File: config.mk
export PLATFORM = sky130hd
export DESIGN_NAME = async_sram_ctrl
export DESIGN_NICKNAME = d
export VERILOG_FILES = /design/src/rtl/sbc_pkg.sv /design/src/rtl/sbc_timing_sel.sv /design/src/rtl/sbc_phase_fsm.sv /design/src/rtl/sbc_datapath.sv /design/src/rtl/async_sram_ctrl.sv
export SDC_FILE = /design/constraint.sdc
export NUM_CORES = 1
export LEC_CHECK = 0
export ABC_AREA = 1
export BUFFER_PORTS_ARGS = -buffer_cell sky130_fd_sc_hd__buf_4
export CAP_MARGIN = 10
export CORE_ASPECT_RATIO = 0.6
export CORE_UTILIZATION = 39
export CTS_CLUSTER_DIAMETER = 200
export CTS_CLUSTER_SIZE = 14
export DETAILED_ROUTE_END_ITERATION = 10
export GPL_TIMING_DRIVEN = 0
export HOLD_SLACK_MARGIN = 0.05
export SLEW_MARGIN = 20
export SYNTH_ARGS = -nofsm -noshare
export SYNTH_HDL_FRONTEND = slang
export SYNTH_SLANG_ARGS = --single-unit
File: constraint.sdc
create_clock -name clk -period 2.06 [get_ports clk]
set_input_delay 0.103 -clock clk [delete_from_list [all_inputs] [get_ports clk]]
set_output_delay 0.103 -clock clk [all_outputs]
set_load 0.05 [all_outputs]
File: src/rtl/sbc_pkg.sv
package sbc_pkg;

  typedef enum logic [1:0] {
    SBC_IDLE  = 2'd0,
    SBC_SETUP = 2'd1,
    SBC_DATA  = 2'd2,
    SBC_GAP   = 2'd3
  } sbc_phase_e;

  function automatic int unsigned wmax(int unsigned a, int unsigned b);
    return (a > b) ? a : b;
  endfunction

endpackage

File: src/rtl/sbc_timing_sel.sv
module sbc_timing_sel #(
  parameter int SET_W = 4,
  parameter int DAT_W = 8,
  parameter int GAP_W = 4,
  parameter int CNT_W = DAT_W + 1
) (
  input  logic             req_we,
  input  logic             ext_en,
  input  logic [SET_W-1:0] rd_setup,
  input  logic [DAT_W-1:0] rd_dlen,
  input  logic [GAP_W-1:0] rd_gap,
  input  logic [SET_W-1:0] wr_setup,
  input  logic [DAT_W-1:0] wr_dlen,
  input  logic [GAP_W-1:0] wr_gap,
  output logic [SET_W-1:0] sel_setup,
  output logic [CNT_W-1:0] sel_dcnt,
  output logic [GAP_W-1:0] sel_gap
);

  logic             use_wr;
  logic [DAT_W-1:0] sel_dlen;

  always_comb begin
    use_wr    = req_we & ext_en;
    sel_setup = use_wr ? wr_setup : rd_setup;
    sel_dlen  = use_wr ? wr_dlen  : rd_dlen;
    sel_gap   = use_wr ? wr_gap   : rd_gap;
    if (req_we) begin
      sel_dcnt = CNT_W'(sel_dlen) + CNT_W'(1);
    end else if (sel_dlen == '0) begin
      sel_dcnt = CNT_W'(1);
    end else begin
      sel_dcnt = CNT_W'(sel_dlen);
    end
  end

endmodule

File: src/rtl/sbc_phase_fsm.sv
module sbc_phase_fsm
  import sbc_pkg::*;
#(
  parameter int SET_W = 4,
  parameter int GAP_W = 4,
  parameter int CNT_W = 9
) (
  input  logic             clk,
  input  logic             rst_n,
  input  logic             start,
  input  logic [SET_W-1:0] ld_setup,
  input  logic [CNT_W-1:0] ld_dcnt,
  input  logic [GAP_W-1:0] ld_gap,
  output sbc_phase_e       phase,
  output logic             last_data,
  output logic             idle
);

  localparam int CW = int'(wmax(CNT_W, wmax(SET_W, GAP_W)));

  sbc_phase_e       phase_q, phase_d;
  logic [CW-1:0]    cnt_q, cnt_d;
  logic [CNT_W-1:0] dcnt_q;
  logic [GAP_W-1:0] gap_q;
  logic             cnt_zero;

  always_comb begin
    phase_d  = phase_q;
    cnt_d    = cnt_q;
    cnt_zero = (cnt_q == '0);
    case (phase_q)
      SBC_IDLE: begin
        if (start) begin
          if (ld_setup != '0) begin
            phase_d = SBC_SETUP;
            cnt_d   = CW'(ld_setup) - CW'(1);
          end else begin
            phase_d = SBC_DATA;
            cnt_d   = CW'(ld_dcnt) - CW'(1);
          end
        end
      end
      SBC_SETUP: begin
        if (cnt_zero) begin
          phase_d = SBC_DATA;
          cnt_d   = CW'(dcnt_q) - CW'(1);
        end else begin
          cnt_d = cnt_q - CW'(1);
        end
      end
      SBC_DATA: begin
        if (cnt_zero) begin
          if (gap_q != '0) begin
            phase_d = SBC_GAP;
            cnt_d   = CW'(gap_q) - CW'(1);
          end else begin
            phase_d = SBC_IDLE;
          end
        end else begin
          cnt_d = cnt_q - CW'(1);
        end
      end
      default: begin
        if (cnt_zero) begin
          phase_d = SBC_IDLE;
        end else begin
          cnt_d = cnt_q - CW'(1);
        end
      end
    endcase
  end

  always_ff @(posedge clk or negedge rst_n) begin
    if (!rst_n) begin
      phase_q <= SBC_IDLE;
      cnt_q   <= '0;
    end else begin
      phase_q <= phase_d;
      cnt_q   <= cnt_d;
    end
  end

  always_ff @(posedge clk or negedge rst_n) begin
    if (!rst_n) begin
      dcnt_q <= '0;
      gap_q  <= '0;
    end else if (start) begin
      dcnt_q <= ld_dcnt;
      gap_q  <= ld_gap;
    end
  end

  assign phase     = phase_q;
  assign idle      = (phase_q == SBC_IDLE);
  assign last_data = (phase_q == SBC_DATA) && (cnt_q == '0);


  start_idle_chk: assert property (@(posedge clk) disable iff (!rst_n)
    start |-> (phase_q == SBC_IDLE));


  data_window_chk: assert property (@(posedge clk) disable iff (!rst_n)
    (phase_q == SBC_DATA) |-> (cnt_q < CW'(dcnt_q)));


  gap_window_chk: assert property (@(posedge clk) disable iff (!rst_n)
    (phase_q == SBC_GAP) |-> (cnt_q < CW'(gap_q)));


  setup_exit_chk: assert property (@(posedge clk) disable iff (!rst_n)
    (phase_q == SBC_SETUP) |=> (phase_q == SBC_SETUP) || (phase_q == SBC_DATA));

endmodule

File: src/rtl/sbc_datapath.sv
module sbc_datapath #(
  parameter int ADDR_W = 16,
  parameter int DATA_W = 16
) (
  input  logic              clk,
  input  logic              rst_n,
  input  logic              capture,
  input  logic              req_we,
  input  logic [ADDR_W-1:0] req_addr,
  input  logic [DATA_W-1:0] req_wdata,
  input  logic              last_data,
  input  logic [DATA_W-1:0] mem_din,
  output logic [ADDR_W-1:0] addr_q,
  output logic [DATA_W-1:0] wdata_q,
  output logic              we_q,
  output logic [DATA_W-1:0] rdata_q,
  output logic              done_q
);

  logic              rd_sample;
  logic [DATA_W-1:0] rdata_d;
  logic              done_d;

  always_comb begin
    rd_sample = last_data & ~we_q;
    rdata_d   = rd_sample ? mem_din : rdata_q;
    done_d    = last_data;
  end

  always_ff @(posedge clk or negedge rst_n) begin
    if (!rst_n) begin
      addr_q  <= '0;
      wdata_q <= '0;
      we_q    <= 1'b0;
    end else if (capture) begin
      addr_q  <= req_addr;
      wdata_q <= req_wdata;
      we_q    <= req_we;
    end
  end

  always_ff @(posedge clk or negedge rst_n) begin
    if (!rst_n) begin
      rdata_q <= '0;
      done_q  <= 1'b0;
    end else begin
      rdata_q <= rdata_d;
      done_q  <= done_d;
    end
  end


  done_pulse_chk: assert property (@(posedge clk) disable iff (!rst_n)
    done_q |=> !done_q);


  rdata_hold_chk: assert property (@(posedge clk) disable iff (!rst_n)
    !done_q |=> (done_q || $stable(rdata_q)));

endmodule

File: src/rtl/async_sram_ctrl.sv
module async_sram_ctrl
  import sbc_pkg::*;
#(
  parameter int ADDR_W = 16,
  parameter int DATA_W = 16,
  parameter int SET_W  = 4,
  parameter int DLEN_W = 8,
  parameter int GAP_W  = 4
) (
  input  logic              clk,
  input  logic              rst_n,
  input  logic              bank_en,
  input  logic              ext_en,
  input  logic [SET_W-1:0]  rd_setup,
  input  logic [DLEN_W-1:0] rd_dlen,
  input  logic [GAP_W-1:0]  rd_gap,
  input  logic [SET_W-1:0]  wr_setup,
  input  logic [DLEN_W-1:0] wr_dlen,
  input  logic [GAP_W-1:0]  wr_gap,
  input  logic              host_req,
  input  logic              host_we,
  input  logic [ADDR_W-1:0] host_addr,
  input  logic [DATA_W-1:0] host_wdata,
  output logic              host_ack,
  output logic [DATA_W-1:0] host_rdata,
  output logic              host_done,
  output logic              mem_cs_n,
  output logic              mem_oe_n,
  output logic              mem_we_n,
  output logic [ADDR_W-1:0] mem_addr,
  output logic [DATA_W-1:0] mem_dq_out,
  input  logic [DATA_W-1:0] mem_dq_in,
  output logic              mem_dq_oe
);

  localparam int CNT_W = DLEN_W + 1;

  logic [SET_W-1:0] sel_setup;
  logic [CNT_W-1:0] sel_dcnt;
  logic [GAP_W-1:0] sel_gap;
  sbc_phase_e       phase;
  logic             last_data;
  logic             idle;
  logic             accept;
  logic             we_q;
  logic             in_access;
  logic             in_data;

  assign accept = idle & host_req & bank_en;

  sbc_timing_sel #(
    .SET_W (SET_W),
    .DAT_W (DLEN_W),
    .GAP_W (GAP_W),
    .CNT_W (CNT_W)
  ) u_timing_sel (
    .req_we    (host_we),
    .ext_en    (ext_en),
    .rd_setup  (rd_setup),
    .rd_dlen   (rd_dlen),
    .rd_gap    (rd_gap),
    .wr_setup  (wr_setup),
    .wr_dlen   (wr_dlen),
    .wr_gap    (wr_gap),
    .sel_setup (sel_setup),
    .sel_dcnt  (sel_dcnt),
    .sel_gap   (sel_gap)
  );

  sbc_phase_fsm #(
    .SET_W (SET_W),
    .GAP_W (GAP_W),
    .CNT_W (CNT_W)
  ) u_phase_fsm (
    .clk       (clk),
    .rst_n     (rst_n),
    .start     (accept),
    .ld_setup  (sel_setup),
    .ld_dcnt   (sel_dcnt),
    .ld_gap    (sel_gap),
    .phase     (phase),
    .last_data (last_data),
    .idle      (idle)
  );

  sbc_datapath #(
    .ADDR_W (ADDR_W),
    .DATA_W (DATA_W)
  ) u_datapath (
    .clk       (clk),
    .rst_n     (rst_n),
    .capture   (accept),
    .req_we    (host_we),
    .req_addr  (host_addr),
    .req_wdata (host_wdata),
    .last_data (last_data),
    .mem_din   (mem_dq_in),
    .addr_q    (mem_addr),
    .wdata_q   (mem_dq_out),
    .we_q      (we_q),
    .rdata_q   (host_rdata),
    .done_q    (host_done)
  );

  always_comb begin
    in_access = (phase == SBC_SETUP) || (phase == SBC_DATA);
    in_data   = (phase == SBC_DATA);
    mem_cs_n  = ~in_access;
    mem_oe_n  = ~(in_data & ~we_q);
    mem_we_n  = ~(in_data & we_q);
    mem_dq_oe = in_data & we_q;
    host_ack  = accept;
  end


  strobe_excl_chk: assert property (@(posedge clk) disable iff (!rst_n)
    !(!mem_oe_n && !mem_we_n));


  dq_drive_chk: assert property (@(posedge clk) disable iff (!rst_n)
    mem_dq_oe |-> (!mem_we_n && !mem_cs_n));


  cs_strobe_chk: assert property (@(posedge clk) disable iff (!rst_n)
    mem_cs_n |-> (mem_oe_n && mem_we_n && !mem_dq_oe));


  addr_stable_chk: assert property (@(posedge clk) disable iff (!rst_n)
    !mem_cs_n |=> (mem_cs_n || $stable(mem_addr)));


  bank_off_chk: assert property (@(posedge clk) disable iff (!rst_n)
    (!bank_en && mem_cs_n) |=> mem_cs_n);

endmodule

==> results.py, run 1 <==
metrics = {
    "pwr": {
        "peakVddDrop_mv": 0.347,
        "sw_frac_of_total": 0.241,
        "p_seq_frac": 0.395,
        "p_leak_nw": 3.47,
        "intPower_mw": 2.84,
        "power_density_nw_per_um2": 558,
        "p_sw_mw": 0.901,
        "clkPwrFrac": 0.462,
        "comb_power_share": 0.143,
    },
    "place": {
        "io_buffers": 138,
        "dp_hpwl_um": 9170,
        "dpl-instance-area_um2": 5530,
        "place_congestion": 0.885,
    },
    "timing": {
        "finalCriticalPeriod_ns": 2.01,
        "period_share": 0.976,
        "maxSlewViolCount": 0,
        "rsz0062_at_grt": "true",
        "setup_viol": 0,
        "finClkSkew_ns": 0.00727,
        "fmax_ghz": 0.497,
        "worst_pin_slew_ns": 0.948,
        "hold_violations": 0,
        "relSlewSlack": 0.368,
        "setup_tns_ns": 0,
    },
    "synth": {
        "netlist_instances": 561,
        "avgSynthCellArea_um2": 7.70,
        "ys_warn_count": 0,
        "mappedNetlistArea_um2": 4320,
        "synth_top_cell_by_area": "dfrtp_1",
        "synth.top_cells.by_area": "dfrtp_1, nand2_1, inv_1",
        "seq_area_frac_synth": 0.428,
        "syn_nets": 657,
        "synth.lib_cells_used.distinct": 43,
        "synth_top_area_frac": 0.428,
        "synth-seq-cells": 74,
    },
    "clock_tree": {
        "numCtsBuffers": 9,
        "htreeDepth": 3,
        "clkLatencyLatePin_ns": 0.34,
        "path_clk_slew_ns": 0.06,
        "cts_buffer_depth": 2,
        "cts_root_buffer": "clkbuf_16",
        "cts_tree": "built",
        "cts.sinks": 74,
    },
    "floorplan": {
        "initial_core_util": 0.405,
        "rows": 29,
        "die_x_um": 138,
        "io-pin-count": 140,
        "dieHeight_um": 83.5,
        "die_area_um2": 11500,
        "coreArea_um2": 10700,
    },
    "layout": {
        "multi_input_area_um2": 2300,
        "layout_commonest_cell": "nand2_1",
        "fillers": 928,
        "drive_gt1_frac": 0.320,
        "final_area_um2": 6700,
        "final_cell_mix": "nand2_1, buf_4, dfrtp_1, dlygate4sd3_1, inv_1",
        "seqCellArea_um2": 1850,
        "antenna_cells": 0,
        "final_net_count": 879,
        "area_delta_synth_final_pct": 55.1,
    },
    "route": {
        "wl_um": 13200,
        "wl_per_cell_um": 14.2,
        "drt-vias-per-instance": 4.87,
        "first_pass_iters": 7,
        "drt-initial-drc-count": 361,
        "drc": 0,
        "vias": 4515,
        "drtAntennaViolNets": 0,
    },
    "worst_setup_path": {
        "critPathLaunchType": "flip-flop",
        "path_max_fanout": 6,
        "worstSetupPathType": "flip-flop to flip-flop",
        "reg2reg_to": "u_phase_fsm.cnt_q[8]$_DFFE_PN0P_",
        "endpoint_kind": "flip-flop",
        "rrSetupSlack_ns": 0.05,
        "reg2reg_depth": 14,
        "worstPathArrival_ns": 2.23,
        "required_ns": 2.28,
        "r2r-start": "u_phase_fsm.cnt_q[0]$_DFFE_PN0P_",
    },
    "hold_path": {
        "hp-start": "rd_gap[0]",
        "hp-class": "input port to flip-flop",
        "min_to": "u_phase_fsm.gap_q[0]$_DFFE_PN0P_",
        "worstHoldPathCells": 3,
    },
    "grt": {
        "grt_usage": 0.239,
        "grt_overflow_total": 0,
        "grt_max_degree": 75,
        "antenna_found_initial": 0,
        "grt_pass1_vias": 4369,
        "grt_pass1_wl_um": 21500,
    },
    "run_status": {
        "outcome": "complete, no violations",
    },
    "flow_run": {
        "maxCapViolations": 0,
    },
}
[worst max path at each step]
| stage | from | to | depth (start not counted) |
|---|---|---|---|
| 2_1_floorplan | ext_en | u_phase_fsm.cnt_q[4]$_DFFE_PN0P_ | 17 |
| 5_1_grt | host_we | u_phase_fsm.cnt_q[8]$_DFFE_PN0P_ | 19 |
| 3_3_place_gp | u_phase_fsm.cnt_q[0]$_DFFE_PN0P_ | u_phase_fsm.cnt_q[4]$_DFFE_PN0P_ | 13 |
| 6_report | u_phase_fsm.cnt_q[0]$_DFFE_PN0P_ | u_phase_fsm.cnt_q[8]$_DFFE_PN0P_ | 14 |
| 4_1_cts | u_phase_fsm.cnt_q[0]$_DFFE_PN0P_ | u_phase_fsm.cnt_q[8]$_DFFE_PN0P_ | 14 |
| 3_5_place_dp | u_phase_fsm.cnt_q[0]$_DFFE_PN0P_ | u_datapath.rdata_q[9]$_DFFE_PN0P_ | 9 |
[area by class of cell]
class,count,area share
timing repair buffer,210,0.258
sequential,74,0.276
timing repair inverter,1,0.00112
clock buffer,11,0.0362
buffer,16,0.0146
multi-input combinational,417,0.343
inverter,54,0.0323
clock inverter,5,0.0127
tap,139,0.0260
[cells in the mapped netlist]
| cell type | number |
|---|---|
| clkinv_1 | 1 |
| nor2_4 | 2 |
| mux2_2 | 16 |
| o21ai_1 | 2 |
| nand4_1 | 3 |
| buf_1 | 1 |
| buf_2 | 2 |
| o311ai_0 | 1 |
| xnor2_1 | 5 |
| o22ai_1 | 8 |
| or2_0 | 2 |
| o21ai_2 | 2 |
| a211oi_1 | 1 |
| clkbuf_1 | 9 |
| nor2_1 | 41 |
| o21bai_2 | 1 |
| xor2_1 | 9 |
| a21oi_2 | 1 |
| ha_1 | 10 |
| nand2_2 | 8 |
| nand2_4 | 3 |
| a31oi_4 | 1 |
| a21boi_2 | 1 |
| buf_8 | 1 |
| nor2_2 | 3 |
| mux2i_1 | 2 |
| a31o_2 | 1 |
| o21ai_0 | 24 |
| inv_2 | 4 |
| nor3_1 | 8 |
| a21oi_1 | 14 |
| a31oi_1 | 1 |
| nand3_2 | 3 |
| buf_6 | 1 |
| nand2_1 | 208 |
| nand3b_1 | 2 |
| o32ai_1 | 1 |
| buf_4 | 2 |
| inv_1 | 49 |
| dfrtp_1 | 74 |
| o21ai_4 | 1 |
| nand3_1 | 31 |
| mux2i_4 | 1 |
[per-layer routing]
layer  wire length, um  vias up  track usage
met5                 0        -            0
met4               140        0       0.0553
met3              1120       11       0.0747
met2              5860      165        0.359
met1              6040     2103        0.335
li1                  -     2236            -
[power by group through the flow]
stage	registers [mW]	logic [mW]	clock network (mW)
3_5_place_dp	1.50	0.441	0
3_3_place_gp	1.50	0.435	0
2_1_floorplan	1.56	0.165	0
5_1_grt	1.48	0.581	1.83
4_1_cts	1.48	0.523	1.76
6_report	1.48	0.535	1.73
[per-stage QoR]
stage,hold slack (ns),power [mW],setup slack [ns],utilization,instances
after floorplan,-0.193,1.73,0.0926,-,561
after global placement,0.297,1.94,-0.270,0.519,838
after detailed placement,0.304,1.94,-0.300,0.519,838
after CTS,0.0602,3.76,0.00666,0.611,918
after global routing,0.0720,3.89,-0.0706,0.628,927
final,0.0678,3.74,0.0485,0.628,927
[logic make-up after synthesis]
| logic type | share of synthesized area |
|---|---|
| compound gates | 0.0872 |
| xor+xnor | 0.0284 |
| fa+ha+maj | 0.0290 |
| buf+inv | 0.0675 |
| flops | 0.428 |
| mux | 0.0515 |
| simple gates | 0.308 |
[worst max-delay path, cell delays in order, from the launching register on]
cell      delay [ns]
dfrtp_1         0.40
inv_2           0.09
ha_2            0.22
nand2_4         0.08
nor2_4          0.15
nand2_4         0.08
clkinv_4        0.11
nand2_8         0.07
o21bai_4        0.15
a31oi_4         0.08
buf_12          0.17
inv_4           0.06
a21oi_1         0.05
nand2_1         0.12
nand2_1         0.06
[state kept, by name (all words and copies together), names as in the netlist, 2 cells and up]
register	flops
u_datapath.addr_q	16
u_datapath.rdata_q	16
u_datapath.wdata_q	16
u_phase_fsm.cnt_q	9
u_phase_fsm.dcnt_q	9
u_phase_fsm.gap_q	4
u_phase_fsm.phase	2
[what timing repair did]
| action | in CTS | in global routing |
|---|---|---|
| gates resized for setup | 14 | 31 |
| setup buffers | 10 | 9 |
| endpoints found under the setup margin | 26 | 35 |
| pin swaps | 3 | 12 |
| hold endpoints to repair | 126 | 0 |
| hold buffers | 53 | 0 |
| gates cloned | 1 | 0 |
No activity file was read; power rests on OpenSTA's default activity.
==> run 2: changes to the inputs <==
Settings changed: CORE_UTILIZATION 39 to 25.
==> run 2 against run 1 <==
Net effect:
- cell count rose by 9.8%
- register-to-register slack improved by 0.08 ns
- cell area rose by 1.9%
- sequential share of layout area fell by 0.53 points
- clock skew rose by 0.00093 ns
- sequential power barely moved
- maximum frequency rose by 3.0%
- worst hold slack got worse by 0.010 ns
- combinational power rose by 3%
- critical path type is now input port to flip-flop
- critical endpoint is now u_phase_fsm.cnt_q[4]$_DFFE_PN0P_
- largest power group unchanged
- highest routed layer unchanged
==> results.py, run 2 (synthesis results as in run 1) <==
metrics = {
    "place": {
        "place_ws_ns": -0.374,
        "io_buffers": 138,
        "dp_hpwl_um": 10000,
        "place_congestion": 0.837,
        "dpl-instance-area_um2": 5640,
        "placedCellCount": 927,
    },
    "worst_setup_path": {
        "r2r-start": "u_phase_fsm.phase[1]$_DFFE_PN0P_",
        "required_ns": 2.27,
        "setup.worst_path.start": "host_we",
        "slowest_delay_ns": 0.19,
        "worstPathArrival_ns": 2.16,
        "cp_slowest_cell": "ha_1",
        "worstSetupPathType": "input port to flip-flop",
        "endpoint_kind": "flip-flop",
        "critPathLaunchType": "input port",
        "crit_top_cell": "nand2_1",
        "cp_cell_sequence": "buf_4, nand2_4, buf_12, nand2_1, o21ai_4, inv_1, ha_1, nand2_1, nor2_1, nand2_2, nand2_1, nand2_2, ha_2, nand2_1, nor2_1, xor2_1, o21ai_0, nand2_1, o21ai_0",
        "path_max_fanout": 10,
    },
    "layout": {
        "final_net_count": 881,
        "drive_gt1_frac": 0.318,
        "fin_util": 0.412,
        "final_cells": 1018,
        "area_delta_synth_final_pct": 58.1,
        "antenna_cells": 0,
        "top_regs": "u_datapath.addr_q: 16 flops, u_datapath.rdata_q: 16 flops, u_datapath.wdata_q: 16 flops",
        "layout_commonest_cell": "nand2_1",
        "final_cell_mix": "nand2_1, buf_4, dfrtp_1, dlygate4sd3_1, inv_1",
        "final_area_um2": 6830,
    },
    "clock_tree": {
        "numCtsBuffers": 9,
        "cts_tree": "built",
        "path_clk_slew_ns": 0.07,
        "cts_buffer_depth": 2,
        "htreeDepth": 3,
        "cts.sinks": 74,
        "clkLatencyLatePin_ns": 0.34,
        "cts_root_buffer": "clkbuf_16",
    },
    "route": {
        "drt-initial-drc-count": 251,
        "drc": 0,
        "drt-vias-per-instance": 4.46,
        "wl_um": 14000,
        "vias": 4545,
        "wl_per_cell_um": 13.8,
        "drtAntennaViolNets": 0,
        "first_pass_iters": 6,
    },
    "pwr": {
        "power_density_nw_per_um2": 561,
        "peakVddDrop_mv": 0.296,
        "p_leak_nw": 3.46,
    },
    "run_status": {
        "outcome": "complete, no violations",
    },
    "grt": {
        "grt_overflow_total": 0,
        "grt_usage": 0.162,
        "grt_max_degree": 75,
        "antenna_found_initial": 0,
        "grt_pass1_vias": 4308,
        "grt_pass1_wl_um": 22300,
    },
    "timing": {
        "finalCriticalPeriod_ns": 1.95,
        "worst_pin_slew_ns": 0.746,
        "finClkSkew_ns": 0.00820,
        "whs_ns": 0.0575,
        "setup_ws_ns": 0.108,
        "maxSlewViolCount": 0,
        "period_share": 0.948,
        "relSlewSlack": 0.503,
        "setup_viol": 0,
        "hold_violations": 0,
        "fmax_ghz": 0.512,
    },
    "floorplan": {
        "initial_core_util": 0.261,
        "die_x_um": 172,
        "io-pin-count": 140,
        "die_area_um2": 17800,
        "coreArea_um2": 16600,
        "dieHeight_um": 104,
        "rows": 36,
    },
    "hold_path": {
        "hp-start": "rd_gap[3]",
        "hp-class": "input port to flip-flop",
    },
    "flow_run": {
        "maxCapViolations": 0,
    },
}
-- run 2: changes by cell type in the layout (fill, tap and decap cells not counted), sizes merged --
cell / previous run / this run
clkinvlp: 3 / 2
dlygate4sd3: 53 / 56
clkinv: 2 / 3
inv: 53 / 54
clkbuf: 20 / 19
buf: 164 / 163
-- run 2: routing by layer --
metal / wire length, um / part of all wire / up-vias / global-route usage
li1: - / - / 2233 / -
met1: 7060 / 0.50 / 2135 / 0.241
met4: 82 / 0.0058 / 0 / 0.0297
met3: 1110 / 0.079 / 7 / 0.0462
met2: 5760 / 0.41 / 170 / 0.229
met5: 0 / 0 / - / 0
-- run 2: stage by stage --
stage          setup TNS [ns]  power, mW
2_1_floorplan               0       1.73
3_3_place_gp            -8.55       1.95
3_5_place_dp            -8.46       1.95
4_1_cts                     0       3.88
5_1_grt                -0.141       3.98
6_report                    0       3.83
-- run 2: report_power, final --
part	internal [mW]	switching, mW
Clock	1.11	0.699
Sequential	1.47	0.00755
Combinational	0.273	0.277
-- run 2: cell type report --
class	instances	area [um2]
timing repair buffer	212	1740
fill	1728	9740
inverter	54	216
clock buffer	10	239
buffer	16	101
timing repair inverter	1	7.51
clock inverter	6	95.1
tap	228	285
sequential	74	1850
multi-input combinational	417	2290
-- run 2: critical path, delay by kind of cell --
family                   cells  cell delay, ns
buffers and inverters        3            0.35
XOR/XNOR                     1            0.17
AND/OR/NAND/NOR             10            0.89
AO/OA/AOI/OAI                3            0.24
adder cells (fa/ha/maj)      2            0.38
-- run 2: what timing repair did --
item | CTS | global route
buffers inserted | 8 | 10
pin swaps | 4 | 6
endpoints found under the setup margin | 45 | 36
resized for setup | 17 | 25
gates cloned | 1 | 0
endpoints found under the hold margin | 126 | 0
hold buffers | 56 | 0
-- run 2: worst paths after layout --
path                                                          end  slack, ns  cells after the start
worst max-delay path             u_phase_fsm.cnt_q[4]$_DFFE_PN0P_       0.11                     19
worst min-delay path             u_phase_fsm.gap_q[3]$_DFFE_PN0P_       0.06                      3
worst max register to register   u_phase_fsm.cnt_q[5]$_DFFE_PN0P_       0.13                     11
worst min register to register   u_datapath.addr_q[0]$_DFFE_PN0P_       0.48                      2
max in group asynchronous       u_datapath.rdata_q[2]$_DFFE_PN0P_       1.15                      2
min in group asynchronous       u_phase_fsm.dcnt_q[6]$_DFFE_PN0P_       0.35                      2
